## config.mk

```make
export PLATFORM = sky130hd
export DESIGN_NAME = ppm_frame_gen
export DESIGN_NICKNAME = d
export VERILOG_FILES = /design/src/rtl/ppm_gen_pkg.sv /design/src/rtl/ppm_gen_shadow.sv /design/src/rtl/ppm_gen_timer.sv /design/src/rtl/ppm_gen_fsm.sv /design/src/rtl/ppm_frame_gen.sv
export SDC_FILE = /design/constraint.sdc
export NUM_CORES = 1
export LEC_CHECK = 0
export CAP_MARGIN = 10
export CORE_UTILIZATION = 26
export CTS_CLUSTER_DIAMETER = 50
export CTS_CLUSTER_SIZE = 16
export DETAILED_ROUTE_END_ITERATION = 7
export PLACE_DENSITY = 0.43
export RECOVER_POWER = 25
export SLEW_MARGIN = 20
export SYNTH_ARGS = -nofsm -noshare
export SYNTH_HDL_FRONTEND = slang
export SYNTH_SLANG_ARGS = --single-unit
```

## constraint.sdc

```tcl
create_clock -name clk -period 8.8 [get_ports clk]
set_clock_uncertainty 0.1 [all_clocks]
set_input_delay 0.88 -clock clk [delete_from_list [all_inputs] [get_ports clk]]
set_output_delay 0.88 -clock clk [all_outputs]
set_load 0.005 [all_outputs]
```

## src/rtl/ppm_gen_pkg.sv

```systemverilog
package ppm_gen_pkg;

   // Segment the line is currently producing
   typedef enum logic [2:0] {
      ST_BOOT = 3'd0,
      ST_SEP  = 3'd1,
      ST_CHAN = 3'd2,
      ST_TAIL = 3'd3,
      ST_IDLE = 3'd4
   } seg_e;

endpackage

```

## src/rtl/ppm_gen_shadow.sv

```systemverilog
// Per-frame copy of the channel widths and the selector onto the active slot
module ppm_gen_shadow #(
   parameter int NUM_CH = 6,
   parameter int VAL_W  = 32,
   parameter int CH_W   = 3
) (
   input  logic                    clk,
   input  logic                    rst_n,
   input  logic                    load_i,
   input  logic [NUM_CH*VAL_W-1:0] val_flat_i,
   input  logic [CH_W-1:0]         sel_i,
   output logic [VAL_W-1:0]        sel_val_o
);

   logic [VAL_W-1:0] held [NUM_CH];

   generate
      for (genvar g = 0; g < NUM_CH; g++) begin : g_slot
         logic [VAL_W-1:0] slot_q;
         always_ff @(posedge clk or negedge rst_n) begin
            if (!rst_n)      slot_q <= '0;
            else if (load_i) slot_q <= val_flat_i[g*VAL_W +: VAL_W];
         end
         assign held[g] = slot_q;
      end

      if (NUM_CH == 1) begin : g_single
         assign sel_val_o = held[0];
      end else begin : g_multi
         always_comb begin
            sel_val_o = '0;
            for (int i = 0; i < NUM_CH; i++) begin
               if (int'(sel_i) == i) sel_val_o = held[i];
            end
         end
      end
   endgenerate

endmodule

```

## src/rtl/ppm_gen_timer.sv

```systemverilog
// Segment length counter and whole-frame elapsed counter
module ppm_gen_timer #(
   parameter int LEN_W = 32,
   parameter int CNT_W = 36
) (
   input  logic             clk,
   input  logic             rst_n,
   input  logic             seg_start_i,
   input  logic [LEN_W-1:0] seg_len_i,
   input  logic             frame_start_i,
   output logic             seg_last_o,
   output logic [CNT_W-1:0] elapsed_o
);

   logic [LEN_W-1:0] seg_len_q;
   logic [LEN_W-1:0] seg_cnt_q;
   logic [CNT_W-1:0] frame_cnt_q;

   always_ff @(posedge clk or negedge rst_n) begin
      if (!rst_n) begin
         seg_len_q <= LEN_W'(1);
         seg_cnt_q <= '0;
      end else if (seg_start_i) begin
         seg_len_q <= seg_len_i;
         seg_cnt_q <= '0;
      end else begin
         seg_cnt_q <= seg_cnt_q + LEN_W'(1);
      end
   end

   always_ff @(posedge clk or negedge rst_n) begin
      if (!rst_n)                 frame_cnt_q <= '0;
      else if (frame_start_i)     frame_cnt_q <= '0;
      else if (frame_cnt_q != '1) frame_cnt_q <= frame_cnt_q + CNT_W'(1);
   end

   assign seg_last_o = (seg_cnt_q == (seg_len_q - LEN_W'(1)));
   assign elapsed_o  = frame_cnt_q;

endmodule

```

## src/rtl/ppm_gen_fsm.sv

```systemverilog
// State register, next-segment decision and line decode
module ppm_gen_fsm
   import ppm_gen_pkg::*;
#(
   parameter int NUM_CH       = 6,
   parameter int VAL_W        = 32,
   parameter int CH_W         = 3,
   parameter int LEN_W        = 32,
   parameter int CNT_W        = 36,
   parameter int SEP_CYCLES   = 50000,
   parameter int FRAME_CYCLES = 2500000
) (
   input  logic             clk,
   input  logic             rst_n,
   input  logic             seg_last_i,
   input  logic [CNT_W-1:0] elapsed_i,
   input  logic [VAL_W-1:0] chan_val_i,
   output logic [CH_W-1:0]  ch_sel_o,
   output logic             seg_start_o,
   output logic [LEN_W-1:0] seg_len_o,
   output logic             frame_start_o,
   output logic             ppm_o,
   output logic             done_o
);

   localparam logic [LEN_W-1:0] SEP_LEN  = LEN_W'(SEP_CYCLES);
   localparam logic [CNT_W-1:0] SEP_CNT  = CNT_W'(SEP_CYCLES);
   localparam logic [CNT_W-1:0] FRM_CNT  = CNT_W'(FRAME_CYCLES);
   localparam logic [CH_W-1:0]  LAST_CH  = CH_W'(NUM_CH - 1);

   seg_e             state_q, state_d;
   logic [CH_W-1:0]  ch_q, ch_d;
   logic [CNT_W-1:0] used;
   logic [LEN_W-1:0] idle_len;

   // Idle fill: remainder of the frame, floored at one separator
   always_comb begin
      used = elapsed_i + CNT_W'(1);
      if ((used + SEP_CNT) <= FRM_CNT) idle_len = LEN_W'(FRM_CNT - used);
      else                             idle_len = SEP_LEN;
   end

   always_comb begin
      state_d       = state_q;
      ch_d          = ch_q;
      seg_len_o     = SEP_LEN;
      frame_start_o = 1'b0;
      if (seg_last_i) begin
         unique case (state_q)
            ST_BOOT, ST_IDLE: begin
               state_d       = ST_SEP;
               ch_d          = '0;
               frame_start_o = 1'b1;
            end
            ST_SEP: begin
               if (chan_val_i != '0) begin
                  state_d   = ST_CHAN;
                  seg_len_o = LEN_W'(chan_val_i);
               end else if (ch_q == LAST_CH) begin
                  state_d = ST_TAIL;
               end else begin
                  ch_d = CH_W'(ch_q + 1'b1);
               end
            end
            ST_CHAN: begin
               state_d = (ch_q == LAST_CH) ? ST_TAIL : ST_SEP;
               if (ch_q != LAST_CH) ch_d = CH_W'(ch_q + 1'b1);
            end
            ST_TAIL: begin
               state_d   = ST_IDLE;
               seg_len_o = idle_len;
            end
            default: state_d = ST_BOOT;
         endcase
      end
   end

   always_ff @(posedge clk or negedge rst_n) begin
      if (!rst_n) begin
         state_q <= ST_BOOT;
         ch_q    <= '0;
      end else begin
         state_q <= state_d;
         ch_q    <= ch_d;
      end
   end

   assign ch_sel_o    = ch_q;
   assign seg_start_o = seg_last_i;
   assign ppm_o       = (state_q == ST_BOOT) || (state_q == ST_CHAN) || (state_q == ST_IDLE);
   assign done_o      = (state_q == ST_IDLE) && seg_last_i;

endmodule

```

## src/rtl/ppm_frame_gen.sv

```systemverilog
module ppm_frame_gen #(
   parameter int NUM_CH       = 6,
   parameter int VAL_W        = 32,
   parameter int SEP_CYCLES   = 50000,
   parameter int FRAME_CYCLES = 2500000
) (
   input  logic                    clk,
   input  logic                    rst_n,
   input  logic [NUM_CH*VAL_W-1:0] chan_vals_i,
   output logic                    ppm_o,
   output logic                    frame_done_o
);

   localparam int CH_W  = (NUM_CH > 1) ? $clog2(NUM_CH) : 1;
   localparam int FRM_W = $clog2(FRAME_CYCLES + 1);
   localparam int LEN_W = (VAL_W > FRM_W) ? VAL_W : FRM_W;
   localparam int CNT_W = LEN_W + $clog2(NUM_CH + 2) + 1;

   generate
      if (NUM_CH < 1)       begin : g_bad_ch   $error("NUM_CH must be at least 1"); end
      if (VAL_W < 1)        begin : g_bad_val  $error("VAL_W must be at least 1"); end
      if (SEP_CYCLES < 1)   begin : g_bad_sep  $error("SEP_CYCLES must be at least 1"); end
      if (FRAME_CYCLES < 2*SEP_CYCLES) begin : g_bad_frm
         $error("FRAME_CYCLES must cover at least two separators");
      end
   endgenerate

   logic             seg_last;
   logic             seg_start;
   logic             frame_start;
   logic [LEN_W-1:0] seg_len;
   logic [CNT_W-1:0] elapsed;
   logic [CH_W-1:0]  ch_sel;
   logic [VAL_W-1:0] ch_val;

   ppm_gen_shadow #(.NUM_CH(NUM_CH), .VAL_W(VAL_W), .CH_W(CH_W)) u_shadow (
      .clk        (clk),
      .rst_n      (rst_n),
      .load_i     (frame_start),
      .val_flat_i (chan_vals_i),
      .sel_i      (ch_sel),
      .sel_val_o  (ch_val)
   );

   ppm_gen_timer #(.LEN_W(LEN_W), .CNT_W(CNT_W)) u_timer (
      .clk           (clk),
      .rst_n         (rst_n),
      .seg_start_i   (seg_start),
      .seg_len_i     (seg_len),
      .frame_start_i (frame_start),
      .seg_last_o    (seg_last),
      .elapsed_o     (elapsed)
   );

   ppm_gen_fsm #(
      .NUM_CH(NUM_CH), .VAL_W(VAL_W), .CH_W(CH_W), .LEN_W(LEN_W), .CNT_W(CNT_W),
      .SEP_CYCLES(SEP_CYCLES), .FRAME_CYCLES(FRAME_CYCLES)
   ) u_fsm (
      .clk           (clk),
      .rst_n         (rst_n),
      .seg_last_i    (seg_last),
      .elapsed_i     (elapsed),
      .chan_val_i    (ch_val),
      .ch_sel_o      (ch_sel),
      .seg_start_o   (seg_start),
      .seg_len_o     (seg_len),
      .frame_start_o (frame_start),
      .ppm_o         (ppm_o),
      .done_o        (frame_done_o)
   );

endmodule

```

After elaboration in Yosys (flattened, before gate mapping)

Cells that the tools add are included.

Bits in registers: 298
Bits of input ports: 194
Output and inout bits: 2

Add/subtract/negate cells: 6
Magnitude comparators: 1
Eq/ne operators: 17
Muxes and demuxes: 22
Reductions and logical operators: 11

Operators by type and width:

| operator                                                                           | number |
|---|---|
| 32-bit two-way mux                                                                 | 9 |
| 36-bit two-way mux                                                                 | 2 |
| 32-bit one-hot mux with 2 select lines                                             | 1 |
| 36-bit by 1-bit adder with 36-bit output, second input constant                    | 1 |
| 36-bit by 16-bit adder with 36-bit output, second input constant                   | 1 |
| 36-bit by 22-bit less-or-equal comparator with 1-bit output, second input constant | 1 |
| 36-bit inequality test, second input constant                                      | 1 |
| 32-bit by 1-bit adder with 32-bit output, second input constant                    | 1 |
| 32-bit equality test                                                               | 1 |
| 32-bit nonzero test                                                                | 1 |
| 22-bit by 32-bit subtractor with 32-bit output, first input constant               | 1 |
| 32-bit by 1-bit subtractor with 32-bit output, second input constant               | 1 |
| 3-bit equality test, second input constant                                         | 6 |
| 3-bit two-way mux                                                                  | 5 |
| 3-bit one-hot mux with 4 select lines                                              | 1 |
| 3-bit by 2-bit equality test with 1-bit output, second input constant              | 3 |
| 3-bit one-hot mux with 3 select lines                                              | 1 |
| 3-bit zero test                                                                    | 2 |
| 5-bit AND reduction                                                                | 1 |
| 2-bit inequality test, second input constant                                       | 2 |
| 3-bit by 1-bit adder with 3-bit output, second input constant                      | 1 |
| 3-bit by 1-bit equality test with 1-bit output, second input constant              | 1 |
| 3-bit by 1-bit inequality test with 1-bit output, second input constant            | 1 |
| 3-bit inequality test, second input constant                                       | 1 |
| 9 further kinds                                                                    | 11 |

Depth between registers and ports, before layout

Depth after elaboration: 10
Gate-level depth with buffers: 19
Gate-level depth less buffers: 15

Modules after synthesis

A second synthesis with hierarchy kept.

Cell total of the unflattened synthesis: 1801
Area, all modules: 18557.8 um2

Modules (own cells, without submodules):

| module         | times used | cells an instance | area each (um2) |
|---|---|---|---|
| ppm_gen_shadow | 1          | 603               | 8983.6 |
| ppm_gen_timer  | 1          | 596               | 5755.5 |
| ppm_gen_fsm    | 1          | 602               | 3818.7 |

Worst setup path after synthesis

OpenSTA, ideal clock, no wires.

Path type: reg2out
Start: reg u_timer.seg_len_q[5]
End: out frame_done_o
Arrival time: 3465 ps
Path slack: 4355 ps
Stages on the path, launching flop included: 13
Cell sequence: dfrtp_1 > clkbuf_1 > nor4_1 > nand4_1 > or3_1 > or4_1 > nor3b_1 > o21ai_1 > a21oi_1 > o2111a_1 > clkbuf_1 > clkbuf_1 > and3_1

Word-level cells in the longest chain between the ends: 3

Ends and longest elaborated chain:

| what                                          | line                | source |
|---|---|---|
| start: declaration                            | ppm_gen_timer.sv:15 | `logic [LEN_W-1:0] seg_len_q;` |
| start signal: assignment                      | ppm_gen_timer.sv:24 | `seg_len_q <= seg_len_i;` |
| 32-bit by 1-bit subtractor with 32-bit output | ppm_gen_timer.sv:37 | `assign seg_last_o = (seg_cnt_q == (seg_len_q - LEN_W'(1)));` |
| 32-bit equality test                          | ppm_gen_timer.sv:37 |  |
| 1-bit logical AND                             | ppm_gen_fsm.sv:91   | `assign done_o = (state_q == ST_IDLE) && seg_last_i;` |
| end: declaration                              | ppm_frame_gen.sv:11 | `output logic frame_done_o` |

Every way passes these cells.

Final worst setup path

Start: reg u_timer.seg_len_q[2]
End: out frame_done_o

The elaborated chain is that of the path after synthesis.

==> results.py <==
metrics = {
    "run_status": {
        "outcome": "finished with violations",
        "violations": "DRC, capacitance limit, slew limit",
    },
    "floorplanning": {
        "io_pins": 196,
        "start_util_pct": 26.3,
        "fp.dieW_um": 261,
        "fp.dieH_um": 261,
        "core_area_um2": 66000,
        "die_area_um2": 67900,
        "rows": 94,
    },
    "hold_path": {
        "hold_class": "reg2reg",
        "hold_depth": 1,
    },
    "route": {
        "viasPerCell": 5.16,
        "drtIter0Drc": 979,
        "ant_nets": 0,
        "drc": 20,
        "wl_per_cell_um": 20.9,
        "dr.pass1.iters": 8,
        "drt-total-wl_um": 58300,
        "num_vias": 14400,
    },
    "logic_synthesis": {
        "synth_xor_area_share_pct": 7.05,
        "ys.flop_type": "dfrtp_1",
        "ys_warn_count": 0,
        "synth-edff-count": 0,
        "syn_nets": 1960,
        "yosys.area_share.simple_pct": 16.1,
        "synth_top_family_by_area": "simple AND/OR/NAND/NOR gates",
        "seq_area_frac_synth_pct": 42.9,
        "syn_area_um2": 17400,
        "synth_compound_area_share_pct": 15.7,
        "ys_seq_elements": 298,
        "syn_area_per_cell_um2": 9.90,
        "yosys.area_share.adder_pct": 0.792,
        "ys_types": 77,
        "synth_mux_area_share_pct": 13.6,
        "syn_inst": 1755,
        "synthArstFlopShare_pct": 100,
    },
    "sta": {
        "worstMarginPinSlew_ps": 4260,
        "fmax_mhz": 163,
        "finalHoldViolCount": 0,
        "rsz0062_at_grt": "false",
        "fin_tns_setup_ps": 0,
        "final_max_slew_viol_count": 69,
        "period_needed_ps": 6140,
        "finalSetupViolCount": 0,
        "fin_crit_sh_pct": 69.8,
        "relSlewSlack_pct": -184,
    },
    "final_layout": {
        "fillCellCount": 6671,
        "layout.nets": 2093,
        "syn_to_final_growth_pct": 24.9,
        "regArea_um2": 7460,
        "diodes": 0,
        "drive_gt1_share_pct": 15.6,
        "layout_common_cells": "297 x dfrtp_1, 194 x clkdlybuf4s50_1, 176 x mux2_2, 140 x nor2_1, 105 x nand2_1",
        "layout_commonest_cell": "dfrtp_1",
        "multiInputGateArea_um2": 9300,
    },
    "setup_path": {
        "path_cells": "nor3_1 > nand4_1 > or4_1 > nor2_1 > mux2i_1 > nand3_1 > nor4_1 > o2111a_2 > and3_1 > clkdlybuf4s50_1",
        "cp.depth": 10,
        "r2r_slack_ps": 3030,
        "r2r-start": "u_timer.seg_len_q[2]$_DFFE_PN0N_",
        "r2r.worst_path.cells": 12,
        "worst-path-buf-inv": 1,
        "critPathArrivalTime_ps": 5160,
        "cp_max_fo": 7,
        "max_stage_delay_ps": 710,
        "required_ps": 7820,
        "cp_slowest_cell": "nor4_1",
        "cp_top_family": "simple AND/OR/NAND/NOR gates",
        "path_class": "reg2out",
        "startpoint_type": "register",
        "r2r_end": "u_shadow.g_slot[3].slot_q[19]$_DFFE_PN0P_",
        "cp-startpoint": "u_timer.seg_len_q[2]$_DFFE_PN0N_",
        "cp-end-kind": "primary output",
        "worstSetupEndpoint": "frame_done_o",
    },
    "placement": {
        "place.gp.congestion": 0.890,
        "dp_hpwl_um": 41800,
        "io_buffers": 195,
    },
    "clocking": {
        "ctsHtreeMaxLevel": 2,
        "clockBufferDepth": 3,
        "clk_latency_ps": 600,
        "postCtsSetupRepairBufs": 0,
        "cts_tree": "yes",
        "cts_made_buffers": 47,
        "cts_hold_buf": 0,
        "clkSinkCount": 298,
        "cts_resized": 0,
        "cts_root_buffer": "clkbuf_16",
        "clkTransAtPathRegs_ps": 60,
    },
    "global_routing": {
        "grt.overflow.total": 0,
        "grt_usage_pct": 17.1,
        "grt_pass1_vias": 14500,
        "grt_max_degree": 163,
        "grt_antenna_before_repair": 0,
        "grt_pass1_wl_um": 89200,
    },
    "power": {
        "p_switching_uw": 822,
        "clock_power_share_pct": 57.1,
        "intPower_uw": 2670,
        "p_sw_share_pct": 23.6,
        "seq_power_share_pct": 39.3,
        "comb_power_share_pct": 3.6,
        "p_leak_uw": 0.00926,
        "p_per_area_nw_per_um2": 161,
        "max-vdd-ir-drop_mv": 0.110,
        "power_uw": 3490,
    },
    "run": {
        "maxCapViolCount": 1,
    },
}
-- through the flow --
| step | area [um2] | util [%] | setup slack (ps) | instances | hold slack (ps) |
|---|---|---|---|---|---|
| floorplan | 17400 | - | 4350 | 1755 | 358 |
| global placement | 20000 | 30.4 | 3110 | 2703 | 371 |
| detailed placement | 20000 | 30.4 | 3100 | 2703 | 376 |
| CTS | 21700 | 32.9 | 2710 | 2790 | 180 |
| global route | 21700 | 32.9 | 2510 | 2790 | 400 |
| finish | 21700 | 32.9 | 2660 | 2790 | 386 |
-- registers in the layout, summed over array words and instances, names as in the netlist --
name,cells
u_shadow.g_slot.slot_q,192
u_timer.elapsed_o,36
u_timer.seg_cnt_q,32
u_timer.seg_len_q,32
u_fsm.ch_sel_o,3
u_fsm.state_q,3
-- how the worst min path moves through the flow --
stage | startpoint | to | slack, ps
2_1_floorplan | u_shadow.g_slot[1].slot_q[10]$_DFFE_PN0P_ | u_shadow.g_slot[1].slot_q[10]$_DFFE_PN0P_ | 360
3_3_place_gp | u_shadow.g_slot[0].slot_q[13]$_DFFE_PN0P_ | u_shadow.g_slot[0].slot_q[13]$_DFFE_PN0P_ | 370
3_5_place_dp | u_shadow.g_slot[0].slot_q[13]$_DFFE_PN0P_ | u_shadow.g_slot[0].slot_q[13]$_DFFE_PN0P_ | 380
4_1_cts | rst_n | u_timer.elapsed_o[26]$_DFFE_PN0P_ | 180
5_1_grt | u_shadow.g_slot[0].slot_q[5]$_DFFE_PN0P_ | u_shadow.g_slot[0].slot_q[5]$_DFFE_PN0P_ | 400
6_report | u_shadow.g_slot[0].slot_q[9]$_DFFE_PN0P_ | u_shadow.g_slot[0].slot_q[9]$_DFFE_PN0P_ | 390
-- power by group through the flow --
stage	Clock, uW	Sequential (uW)	Combinational, uW
2_1_floorplan	0	1400	0.732
3_3_place_gp	0	1400	131
3_5_place_dp	0	1400	130
4_1_cts	2050	1370	131
5_1_grt	2110	1370	136
6_report	1990	1370	126
-- layout make-up --
| class | instances | share of cell area, % |
|---|---|---|
| sequential | 298 | 34.4 |
| multi-input combinational | 1307 | 42.8 |
| tap | 864 | 4.98 |
| inverter | 21 | 0.363 |
| timing repair buffer | 213 | 9.70 |
| clock inverter | 33 | 2.02 |
| clock buffer | 54 | 5.73 |
-- cell usage after synthesis, drive strengths merged, types with 25 or more instances --
cell type	count	share of area (%)
nor4	25	0.97
nor2b	45	1.6
xor2	62	3.1
o21ai	72	2.1
and3	30	1.1
dfrtp	297	43
a221oi	48	2.4
mux2	196	13
nor3	30	0.86
nor2	140	3.0
xnor2	78	3.9
a21oi	89	2.6
buf	42	1.5
nand4	35	1.3
nand2	108	2.4
clkbuf	87	1.9
nand3	52	1.5
o31ai	51	2.2
-- kinds of logic after synthesis --
logic type	after synthesis
AND/OR/NAND/NOR	548
AO/OA/AOI/OAI	397
flip-flops	298
multiplexers	211
buffers and inverters	150
XOR/XNOR	140
adder cells (fa/ha/maj)	11
-- routing by layer --
| metal | part of all wire (%) | vias to the layer above | GRT usage, % | wire, um |
|---|---|---|---|---|
| li1 | - | 6790 | - | - |
| met5 | 0 | - | 0 | 0 |
| met1 | 46 | 7193 | 23.1 | 27100 |
| met4 | 2.5 | 0 | 5.18 | 1470 |
| met2 | 47 | 326 | 27.7 | 27200 |
| met3 | 4.5 | 91 | 2.87 | 2600 |
No activity file was read; power rests on OpenSTA's default activity.
